===== config.mk =====
export PLATFORM = sky130hd
export DESIGN_NAME = trc_decoder
export DESIGN_NICKNAME = d
export VERILOG_FILES = /design/src/rtl/trc_pkg.sv /design/src/rtl/trc_preamble_detect.sv /design/src/rtl/trc_hamming_correct.sv /design/src/rtl/trc_out_reg.sv /design/src/rtl/trc_decoder.sv
export SDC_FILE = /design/constraint.sdc
export NUM_CORES = 1
export LEC_CHECK = 0
export ABC_AREA = 0
export ABC_CLOCK_PERIOD_IN_PS = 2600
export BUFFER_PORTS_ARGS = -buffer_cell sky130_fd_sc_hd__buf_2
export CORE_ASPECT_RATIO = 1.2
export CORE_MARGIN = 3
export CORE_UTILIZATION = 56
export CTS_CLUSTER_DIAMETER = 30
export DETAILED_ROUTE_END_ITERATION = 6
export HOLD_SLACK_MARGIN = 0.02
export PLACE_DENSITY_LB_ADDON = 0.3
export SLEW_MARGIN = 20
export SYNTH_ARGS = -nofsm -noshare
export SYNTH_HDL_FRONTEND = slang
export SYNTH_SLANG_ARGS = --single-unit

===== constraint.sdc =====
create_clock -name clk -period 2.6 [get_ports clk]
set_input_delay 0.52 -clock clk [delete_from_list [all_inputs] [get_ports clk]]
set_output_delay 0.52 -clock clk [all_outputs]
set_load 0.1 [all_outputs]

===== src/rtl/trc_pkg.sv =====
package trc_pkg;

   localparam int unsigned STAT_W = 7;
   localparam int unsigned SYND_W = 4;

   typedef struct packed {
      logic fld;
      logic vbl;
      logic eav;
   } trc_flags_t;

   // word: [6]=field [5]=vblank [4]=eav [3:0]=parity p3..p0
   function automatic logic [SYND_W-1:0] trc_syndrome(input logic [STAT_W-1:0] w);
      logic [SYND_W-1:0] s;
      s[3] = w[3] ^ w[5] ^ w[4];
      s[2] = w[2] ^ w[6] ^ w[4];
      s[1] = w[1] ^ w[6] ^ w[5];
      s[0] = w[0] ^ w[6] ^ w[5] ^ w[4];
      return s;
   endfunction

   function automatic logic [SYND_W-1:0] trc_column(input int unsigned idx);
      logic [STAT_W-1:0] u;
      u = '0;
      u[idx[2:0]] = 1'b1;
      return trc_syndrome(u);
   endfunction

endpackage


===== src/rtl/trc_preamble_detect.sv =====
module trc_preamble_detect #(
   parameter int unsigned DATA_W  = 8,
   parameter int unsigned PRE_LEN = 3
) (
   input  logic                       clk,
   input  logic                       rst,
   input  logic                       din_valid,
   input  logic [DATA_W-1:0]          din,
   output logic                       hit_o,
   output logic [trc_pkg::STAT_W-1:0] word_o
);
   localparam int unsigned CW = $clog2(PRE_LEN + 1);

   logic [CW-1:0]      cnt_q, cnt_d;
   logic [PRE_LEN-1:0] match;
   logic               sel_match;

   generate
      for (genvar g = 0; g < PRE_LEN; g++) begin : g_cmp
         if (g == 0) begin : g_ones
            assign match[g] = (din == {DATA_W{1'b1}});
         end else begin : g_zero
            assign match[g] = (din == {DATA_W{1'b0}});
         end
      end
   endgenerate

   always_comb begin
      sel_match = 1'b0;
      for (int unsigned i = 0; i < PRE_LEN; i++) begin
         if (cnt_q == CW'(i)) sel_match = match[i];
      end
   end

   always_comb begin
      cnt_d = cnt_q;
      hit_o = 1'b0;
      if (din_valid) begin
         if (cnt_q == CW'(PRE_LEN)) begin
            hit_o = 1'b1;
            cnt_d = '0;
         end else if (sel_match) begin
            cnt_d = cnt_q + CW'(1);
         end else if (match[0]) begin
            cnt_d = CW'(1);
         end else begin
            cnt_d = '0;
         end
      end
   end

   always_ff @(posedge clk) begin
      if (rst) cnt_q <= '0;
      else     cnt_q <= cnt_d;
   end

   assign word_o = din[DATA_W-2 -: trc_pkg::STAT_W];

endmodule


===== src/rtl/trc_hamming_correct.sv =====
module trc_hamming_correct
   import trc_pkg::*;
#(
   parameter bit USE_LUT = 1'b1
) (
   input  logic [STAT_W-1:0] word_i,
   input  logic              prev_eav_i,
   output trc_flags_t        flags_o,
   output logic              corr_o,
   output logic              dbl_o
);
   logic [SYND_W-1:0] synd;
   logic [STAT_W-1:0] flip;
   logic [STAT_W-1:0] fixed;
   logic              single;

   assign synd = trc_syndrome(word_i);

   generate
      if (USE_LUT) begin : g_lut
         always_comb begin
            case (synd)
               4'b0111: flip = 7'b100_0000;
               4'b1011: flip = 7'b010_0000;
               4'b1101: flip = 7'b001_0000;
               4'b1000: flip = 7'b000_1000;
               4'b0100: flip = 7'b000_0100;
               4'b0010: flip = 7'b000_0010;
               4'b0001: flip = 7'b000_0001;
               default: flip = 7'b000_0000;
            endcase
         end
      end else begin : g_scan
         always_comb begin
            flip = '0;
            for (int unsigned i = 0; i < STAT_W; i++) begin
               if (synd == trc_column(i)) flip[i] = 1'b1;
            end
         end
      end
   endgenerate

   assign single = |flip;
   assign fixed  = word_i ^ flip;

   always_comb begin
      corr_o  = 1'b0;
      dbl_o   = 1'b0;
      flags_o = '{fld: word_i[6], vbl: word_i[5], eav: word_i[4]};
      if (synd != '0) begin
         if (single) begin
            corr_o  = 1'b1;
            flags_o = '{fld: fixed[6], vbl: fixed[5], eav: fixed[4]};
         end else begin
            dbl_o   = 1'b1;
            flags_o = '{fld: word_i[6], vbl: word_i[5], eav: ~prev_eav_i};
         end
      end
   end

endmodule


===== src/rtl/trc_out_reg.sv =====
module trc_out_reg
   import trc_pkg::*;
(
   input  logic       clk,
   input  logic       rst,
   input  logic       load_i,
   input  trc_flags_t flags_i,
   input  logic       corr_i,
   input  logic       dbl_i,
   output logic       strobe_o,
   output trc_flags_t flags_o,
   output logic       corr_o,
   output logic       dbl_o
);
   always_ff @(posedge clk) begin
      if (rst) begin
         strobe_o <= 1'b0;
         corr_o   <= 1'b0;
         dbl_o    <= 1'b0;
         flags_o  <= '{fld: 1'b0, vbl: 1'b0, eav: 1'b1};
      end else begin
         strobe_o <= load_i;
         corr_o   <= load_i & corr_i;
         dbl_o    <= load_i & dbl_i;
         if (load_i) flags_o <= flags_i;
      end
   end
endmodule


===== src/rtl/trc_decoder.sv =====
module trc_decoder
   import trc_pkg::*;
#(
   parameter int unsigned DATA_W  = 8,
   parameter int unsigned PRE_LEN = 3,
   parameter bit          USE_LUT = 1'b1
) (
   input  logic              clk,
   input  logic              rst,
   input  logic              din_valid,
   input  logic [DATA_W-1:0] din,
   output logic              trc_valid,
   output logic              field_o,
   output logic              vblank_o,
   output logic              eav_o,
   output logic              err_corrected,
   output logic              err_double
);
   generate
      if (DATA_W < 8) begin : g_bad_width
         $error("trc_decoder: DATA_W must be at least 8");
      end
      if (PRE_LEN < 2) begin : g_bad_len
         $error("trc_decoder: PRE_LEN must be at least 2");
      end
   endgenerate

   logic              hit;
   logic [STAT_W-1:0] word;
   trc_flags_t        dec_flags, reg_flags;
   logic              dec_corr, dec_dbl;

   trc_preamble_detect #(.DATA_W(DATA_W), .PRE_LEN(PRE_LEN)) u_pre (
      .clk(clk), .rst(rst), .din_valid(din_valid), .din(din),
      .hit_o(hit), .word_o(word)
   );

   trc_hamming_correct #(.USE_LUT(USE_LUT)) u_ham (
      .word_i(word), .prev_eav_i(reg_flags.eav),
      .flags_o(dec_flags), .corr_o(dec_corr), .dbl_o(dec_dbl)
   );

   trc_out_reg u_out (
      .clk(clk), .rst(rst), .load_i(hit), .flags_i(dec_flags),
      .corr_i(dec_corr), .dbl_i(dec_dbl), .strobe_o(trc_valid),
      .flags_o(reg_flags), .corr_o(err_corrected), .dbl_o(err_double)
   );

   assign field_o  = reg_flags.fld;
   assign vblank_o = reg_flags.vbl;
   assign eav_o    = reg_flags.eav;

endmodule


==> results of run 1 <==
per-layer routing:
layer	global-route usage	up-vias	part of all wire
met2	0.319	21	0.46
li1	-	493	-
met4	0.0585	0	0.0064
met5	0	-	0
met3	0.0204	2	0.044
met1	0.271	438	0.49
cell families (layout without fill, tap and decap cells):
logic type | count (synthesis) | in the layout
xor+xnor | 9 | 9
mux | 3 | 3
flops | 8 | 8
compound gates | 31 | 31
simple gates | 59 | 59
fa+ha+maj | 4 | 4
buf+inv | 15 | 24
report_power, final:
part | total (uW) | switching, uW | internal (uW) | leakage (uW)
sequential | 123 | 0.0249 | 123 | 0.0000644
combinational | 138 | 80.8 | 57.4 | 0.000381
clock | 89.5 | 37.0 | 52.5 | 0.0000138
layout make-up:
cell class / instances / area share
multi-input cells: 106 / 0.724
flip-flops and latches: 8 / 0.145
repair buffers: 16 / 0.0726
clock buffers: 3 / 0.0204
well taps: 18 / 0.0204
inverters: 5 / 0.0170
worst max-delay path by stage:
stage / startpoint / endpoint / slack (ns) / cells after the start
6_report: din[4] / u_out.flags_o[0] / 0.58 / 7
2_1_floorplan: din[4] / u_out.flags_o[2] / 0.60 / 8
4_1_cts: din[4] / u_out.flags_o[0] / 0.57 / 7
5_1_grt: din[4] / u_out.flags_o[1] / 0.37 / 7
3_3_place_gp: din[4] / u_out.flags_o[0] / 0.37 / 7
3_5_place_dp: din[4] / u_out.flags_o[0] / 0.32 / 7
synthesized netlist by cell type, types with 3 or more instances:
| cell | number | share of area |
|---|---|---|
| ha_1 | 4 | 0.048 |
| dfxtp_1 | 8 | 0.15 |
| inv_1 | 5 | 0.018 |
| and3b_1 | 4 | 0.033 |
| a211oi_1 | 3 | 0.021 |
| nor2b_1 | 3 | 0.018 |
| nor3b_1 | 3 | 0.021 |
| nand3_1 | 3 | 0.014 |
| nor2_1 | 14 | 0.050 |
| or3_1 | 3 | 0.018 |
| buf_6 | 3 | 0.032 |
| nand2_1 | 6 | 0.021 |
| nand4_1 | 3 | 0.018 |
| buf_2 | 4 | 0.019 |
| o21ai_0 | 3 | 0.014 |
| xor2_1 | 4 | 0.033 |
| a21oi_1 | 7 | 0.033 |
| nor3_1 | 3 | 0.014 |
stage by stage:
step / std cells / hold WS [ns] / total power (uW) / area, um^2 / util
after detailed placement: 153 / 0.465 / 262 / 1080 / 0.635
after CTS: 156 / 0.477 / 351 / 1100 / 0.649
after global placement: 153 / 0.453 / 259 / 1080 / 0.635
final: 156 / 0.485 / 351 / 1100 / 0.649
after global routing: 156 / 0.493 / 377 / 1100 / 0.649
after floorplan: 129 / 0.459 / 240 / 1050 / -
registers in the layout, summed over array words and instances, names as in the netlist:
signal          flops
u_out.strobe_o      1
u_out.flags_o       3
u_out.corr_o        1
u_out.dbl_o         1
u_pre.cnt_q         2
worst max-delay path, cell delays in order:
cell     delay, ns
buf_2         0.37
nor3b_1       0.22
o21ai_0       0.09
mux4_2        0.48
nor2_1        0.23
or2_2         0.17
o22ai_2       0.06
==> summary.txt, run 1 <==
Placement
  – GP Congestion: 0.786
  – Post-DP HPWL: 1530 um
  – Pre-CTS WS: 0.320 ns
  – PortBufs: 16

Synthesis
  – Post-synthesis adder-cell area fraction: 0.0476
  – Post-synthesis cell count: 129
  – Yosys reg bits: 8
  – Sequential cell area fraction in the yosys report: 0.152
  – Syn_area_per_cell: 8.15 um^2
  – Post-synth ARST share: 0
  – Synth Area in Simple Gates: 0.352
  – Post-synthesis mux area share: 0.0417
  – XOR/XNOR Fraction of Synth Area: 0.107
  – Netlist cell types: 55
  – Synthesis warning total: 0
  – Synth Area in Compound Gates: 0.212
  – Synthesized cell area: 1050 um^2
  – Post-synth top flop: dfxtp_1
  – Largest family of logic cells by synthesized area: simple AND/OR/NAND/NOR gates
  – Syn nets: 144
  – Post-synth EDFFs: 0

Setup path
  – R2r setup slk: 0.94 ns
  – Cells on worst reg2reg path: 7
  – CP max FO: 28
  – Setup CP Type: in -> reg
  – CP Capture Type: flop
  – Critical path launch point type: input pin
  – CP Data Arrival Time: 2.14 ns
  – Req. time, crit path: 2.72 ns
  – Critical R2R Capture: u_pre.cnt_q[0]
  – Reg-to-reg startpoint: u_pre.cnt_q[0]

Clock network
  – Cts hold-fix bufs: 0
  – Post-CTS resize count: 0
  – Post-CTS setup repair buffer count: 0
  – Htree depth: 1
  – CTS max path bufs: 2
  – Inserted Clock Buffers: 3
  – Clock Tree Root: clkbuf_4
  – Clk Latency, worst-skew pair: 0.25 ns
  – Clock sink total: 8
  – CTS tree: built
  – Worst-path clk slew: 0.05 ns

Cells and area
  – Nets@finish: 155
  – Antenna Cells: 0
  – Area Overhead vs Synth: 5.00%
  – Register area: 160 um^2
  – Share of post-route cells with drive strength above 1: 0.261
  – # fillers: 163
  – Multi-input logic area: 800 um^2
  – Most frequent cells in the layout: buf_2 (16), nor2_1 (14), dfxtp_1 (8)
  – Leading cell type in the layout, fill and taps excluded: buf_2

Min path
  – Hold/Removal Path Class: reg -> reg
  – Endpoint, Worst Hold: u_out.flags_o[2]
  – WHS Path Cells: 1
  – Hold wc startpoint: u_out.flags_o[2]

Floorplanning
  – Starting density of the core: 0.618
  – Die Wd: 45.5 um
  – Die area: 2430 um^2
  – I/O pin count: 17
  – Die height: 53.5 um
  – Core ar.: 1700 um^2
  – Rows: 16

Global routing
  – GR Overflow Total: 0
  – All-Layer GR Usage: 0.198
  – First-pass GRT wire length: 3680 um
  – Largest net degree at the start of global routing: 29
  – Vias in the first global route: 818
  – Initial antenna violation count: 0

Timing
  – Setup TNS: 0 ns
  – Worst Max-Slew Pin Slew: 0.486 ns
  – RSZ-0062 raised after global routing: false
  – Worst Clk Skew: 0.00465 ns
  – Final hold viol count: 0
  – Slew headroom: 0.678
  – Worst setup slack after layout: 0.579 ns
  – Final Setup Violations: 0
  – Period utilization: 0.777
  – Fmax: 495 MHz
  – Clock period minus worst slack: 2.02 ns
  – Max-slew violations: 0

Job
  – Max cap viols: 0

Status
  – Status: completed

Route
  – WL final: 2040 um
  – Vias: 954
  – # DRC: 0
  – First DRT Iteration DRCs: 20
  – Detailed Routing Iterations Pass 1: 4
  – DR WL/cell: 13.1 um
  – Via density: 6.12
  – ANT nets after route: 0

Power and ir drop
  – Power density over the cells: 318 nW/um^2
  – Peak supply drop: 0.187 mV
  – Pleak: 0.000460 uW
Note: power is estimated with default switching activity, not from simulation.
==> inputs of run 2 (changes only) <==
--- a/config.mk
+++ b/config.mk
@@ -5,12 +5,12 @@
 export SDC_FILE = /design/constraint.sdc
 export NUM_CORES = 1
 export LEC_CHECK = 0
-export ABC_AREA = 0
-export ABC_CLOCK_PERIOD_IN_PS = 2600
+export ABC_AREA = 1
+export ABC_CLOCK_PERIOD_IN_PS = 1600
 export BUFFER_PORTS_ARGS = -buffer_cell sky130_fd_sc_hd__buf_2
 export CORE_ASPECT_RATIO = 1.2
 export CORE_MARGIN = 3
-export CORE_UTILIZATION = 56
+export CORE_UTILIZATION = 47
 export CTS_CLUSTER_DIAMETER = 30
 export DETAILED_ROUTE_END_ITERATION = 6
 export HOLD_SLACK_MARGIN = 0.02
==> constraint.sdc (replaced) <==
create_clock -name clk -period 1.6 [get_ports clk]
set_input_delay 0.32 -clock clk [delete_from_list [all_inputs] [get_ports clk]]
set_output_delay 0.32 -clock clk [all_outputs]
set_load 0.1 [all_outputs]
==> run 2 against run 1 <==
Effect of this change: sequential share of layout area up 3.0 points; final area down 17%; non-clock buffer count unchanged; worst setup slack worse by 0.39 ns; utilization down 4.9 points; via count down 10%; synthesized area down 24%; cell count up 9.0%; first-iteration DRC count down 35%; critical path depth unchanged; count of clock-buffer cells in the layout unchanged; critical path type is now reg -> reg; critical endpoint is now u_pre.cnt_q[0].
==> summary.txt, run 2 <==
Timing
  – Min Hold Slack: 0.331 ns
  – Clock period minus worst slack: 1.41 ns
  – Max-slew violations: 0
  – Final Setup Violations: 0
  – Worst Clk Skew: 0.00126 ns
  – Slew headroom: 0.677
  – RSZ-0062 raised after global routing: false
  – Period utilization: 0.881
  – Worst setup slack after layout: 0.190 ns
  – Setup TNS: 0 ns
  – Final hold viol count: 0
  – Worst Max-Slew Pin Slew: 0.488 ns
  – Fmax: 709 MHz

Power and ir drop
  – Clock power frac: 0.287
  – Power density over the cells: 551 nW/um^2
  – Peak supply drop: 0.468 mV
  – Pleak: 0.000502 uW
  – Internal power: 338 uW
  – Combinational Power Share: 0.316
  – Switching power: 165 uW
  – Flop pwr share: 0.397
  – Switching share of power: 0.328

Setup path
  – Req. time, crit path: 1.73 ns
  – Critical path launch point type: flop
  – Setup CP Type: reg -> reg
  – CP cell instances: inv_1 > ha_1 > nor2_2 > nand3_1 > and2_1 > o21ai_0 > a21oi_1
  – Cells on worst reg2reg path: 7
  – CP Capture Type: flop
  – CP max FO: 4
  – Reg-to-reg startpoint: u_pre.cnt_q[0]
  – CP max stage cell: dfxtp_1
  – CP max stage delay: 0.38 ns
  – CP Data Arrival Time: 1.54 ns
  – Crit path from: u_pre.cnt_q[0]

Global routing
  – Largest net degree at the start of global routing: 11
  – All-Layer GR Usage: 0.158
  – M3 GR Usage: 0.0528
  – Vias in the first global route: 741
  – Met1 global-route usage: 0.189
  – Initial antenna violation count: 0
  – GR Util met2: 0.284
  – Gr busiest metal: met2
  – GR Overflow Total: 0
  – First-pass GRT wire length: 2790 um

Synthesis
  – Post-synth top flop: dfxtp_1
  – Post-synth ARST share: 0
  – Post-synth top area share: 0.203
  – Netlist cell types: 22
  – Synthesis warning total: 0
  – Synth top area cells: nand2_1 (20%), dfxtp_1 (20%), nand2_2 (11%)
  – Post-synthesis cell count: 135
  – Area leader, netlist: nand2_1
  – Syn_area_per_cell: 5.90 um^2
  – Synth cell count leaders: nand2_1 (43), inv_1 (14), nand2_2 (14), nand3_1 (12), dfxtp_1 (8)
  – Post-synth EDFFs: 0
  – Syn nets: 150
  – Synthesized cell area: 797 um^2
  – Most common cell in the netlist: nand2_1
  – Yosys reg bits: 8
  – Sequential cell area fraction in the yosys report: 0.201

Cells and area
  – Max reg flops: 3
  – Leading cell type in the layout, fill and taps excluded: nand2_1
  – Share of post-route cells with drive strength above 1: 0.294
  – Nets@finish: 170
  – Fin area: 912 um^2
  – Most frequent cells in the layout: nand2_1 (43), buf_2 (16), inv_1 (14), nand2_2 (14), nand3_1 (12)
  – Antenna Cells: 0
  – Util after Layout: 0.600
  – Largest registers: u_out.flags_o: 3 flops, u_pre.cnt_q: 2 flops
  – # fillers: 144
  – Most flop-heavy register: u_out.flags_o
  – Area Overhead vs Synth: 14.4%

Clock network
  – Clock sink total: 8
  – Worst-path clk slew: 0.05 ns
  – Clock Tree Root: clkbuf_4
  – Cts hold-fix bufs: 0
  – CTS tree: built
  – Htree depth: 1
  – Clk Latency, worst-skew pair: 0.24 ns
  – CTS max path bufs: 2
  – Inserted Clock Buffers: 3

Placement
  – Pre-CTS WS: 0.0153 ns
  – GP Congestion: 0.858
  – Post-DP HPWL: 1370 um
  – Area of placed instances: 887 um^2
  – PortBufs: 16

Route
  – DR WL/cell: 9.55 um
  – ANT nets after route: 0
  – First DRT Iteration DRCs: 13
  – Via density: 5.04
  – WL final: 1620 um
  – Vias: 856
  – Detailed Routing Iterations Pass 1: 4
  – # DRC: 0

Floorplanning
  – Rows: 15
  – I/O pin count: 17
  – Die Wd: 43.6 um
  – Core ar.: 1520 um^2
  – Die area: 2230 um^2
  – Starting density of the core: 0.524
  – Die height: 51.1 um

Job
  – Max cap viols: 0

Min path
  – WHS Path Cells: 2
  – Hold wc startpoint: rst
  – Hold/Removal Path Class: in -> reg

Status
  – Status: completed
## run 2: cells by family (layout without fill, tap and decap cells)
group / count (synthesis) / after routing / synth area share
adder cells (fa/ha/maj): 4 / 4 / 0.0628
AND/OR/NAND/NOR: 90 / 90 / 0.542
AO/OA/AOI/OAI: 12 / 12 / 0.0800
XOR/XNOR: 1 / 1 / 0.0110
buffers and inverters: 20 / 38 / 0.104
flip-flops: 8 / 8 / 0.201
## run 2: cell type report
class / instances / area [um^2] / area share
inverter: 19 / 71.3 / 0.0782
tap: 17 / 21.3 / 0.0233
multi-input combinational: 107 / 557 / 0.610
timing repair buffer: 16 / 80.1 / 0.0878
sequential: 8 / 160 / 0.176
clock buffer: 3 / 22.5 / 0.0247
## run 2: power groups by stage
stage                     Clock (uW)  Combinational, uW  Sequential, uW
after detailed placement           0                158             204
final                            144                159             200
after CTS                        150                159             200
after floorplan                    0                118             204
after global routing             163                180             199
after global placement             0                153             204
## run 2: final timing paths
check / endpoint / slack, ns
setup / recovery: u_pre.cnt_q[0] / 0.19
setup reg to reg: u_pre.cnt_q[0] / 0.19
hold reg to reg: u_out.flags_o[2] / 0.46
hold / removal: u_out.flags_o[1] / 0.33
## run 2: through the flow
stage,total power (uW),std cells
2_1_floorplan,321,135
3_3_place_gp,357,167
3_5_place_dp,362,167
4_1_cts,508,170
5_1_grt,543,170
6_report,503,170
## run 2: timing repair
action,in CTS,in global routing
gates resized for setup,0,1
setup endpoints to repair,0,2
setup buffers,0,0
## run 2: routing by layer
layer  wire length, um  vias to the layer above
met1               728                      374
met3                51                        0
met4                 0                        0
met2               843                       11
met5                 0                        -
li1                  -                      471
## run 2: critical path: cells and delay by family (launching register included)
family                   cells  cell delay [ns]
AND/OR/NAND/NOR              3             0.37
adder cells (fa/ha/maj)      1             0.21
flip-flops                   1             0.38
buffers and inverters        1             0.09
AO/OA/AOI/OAI                2             0.23
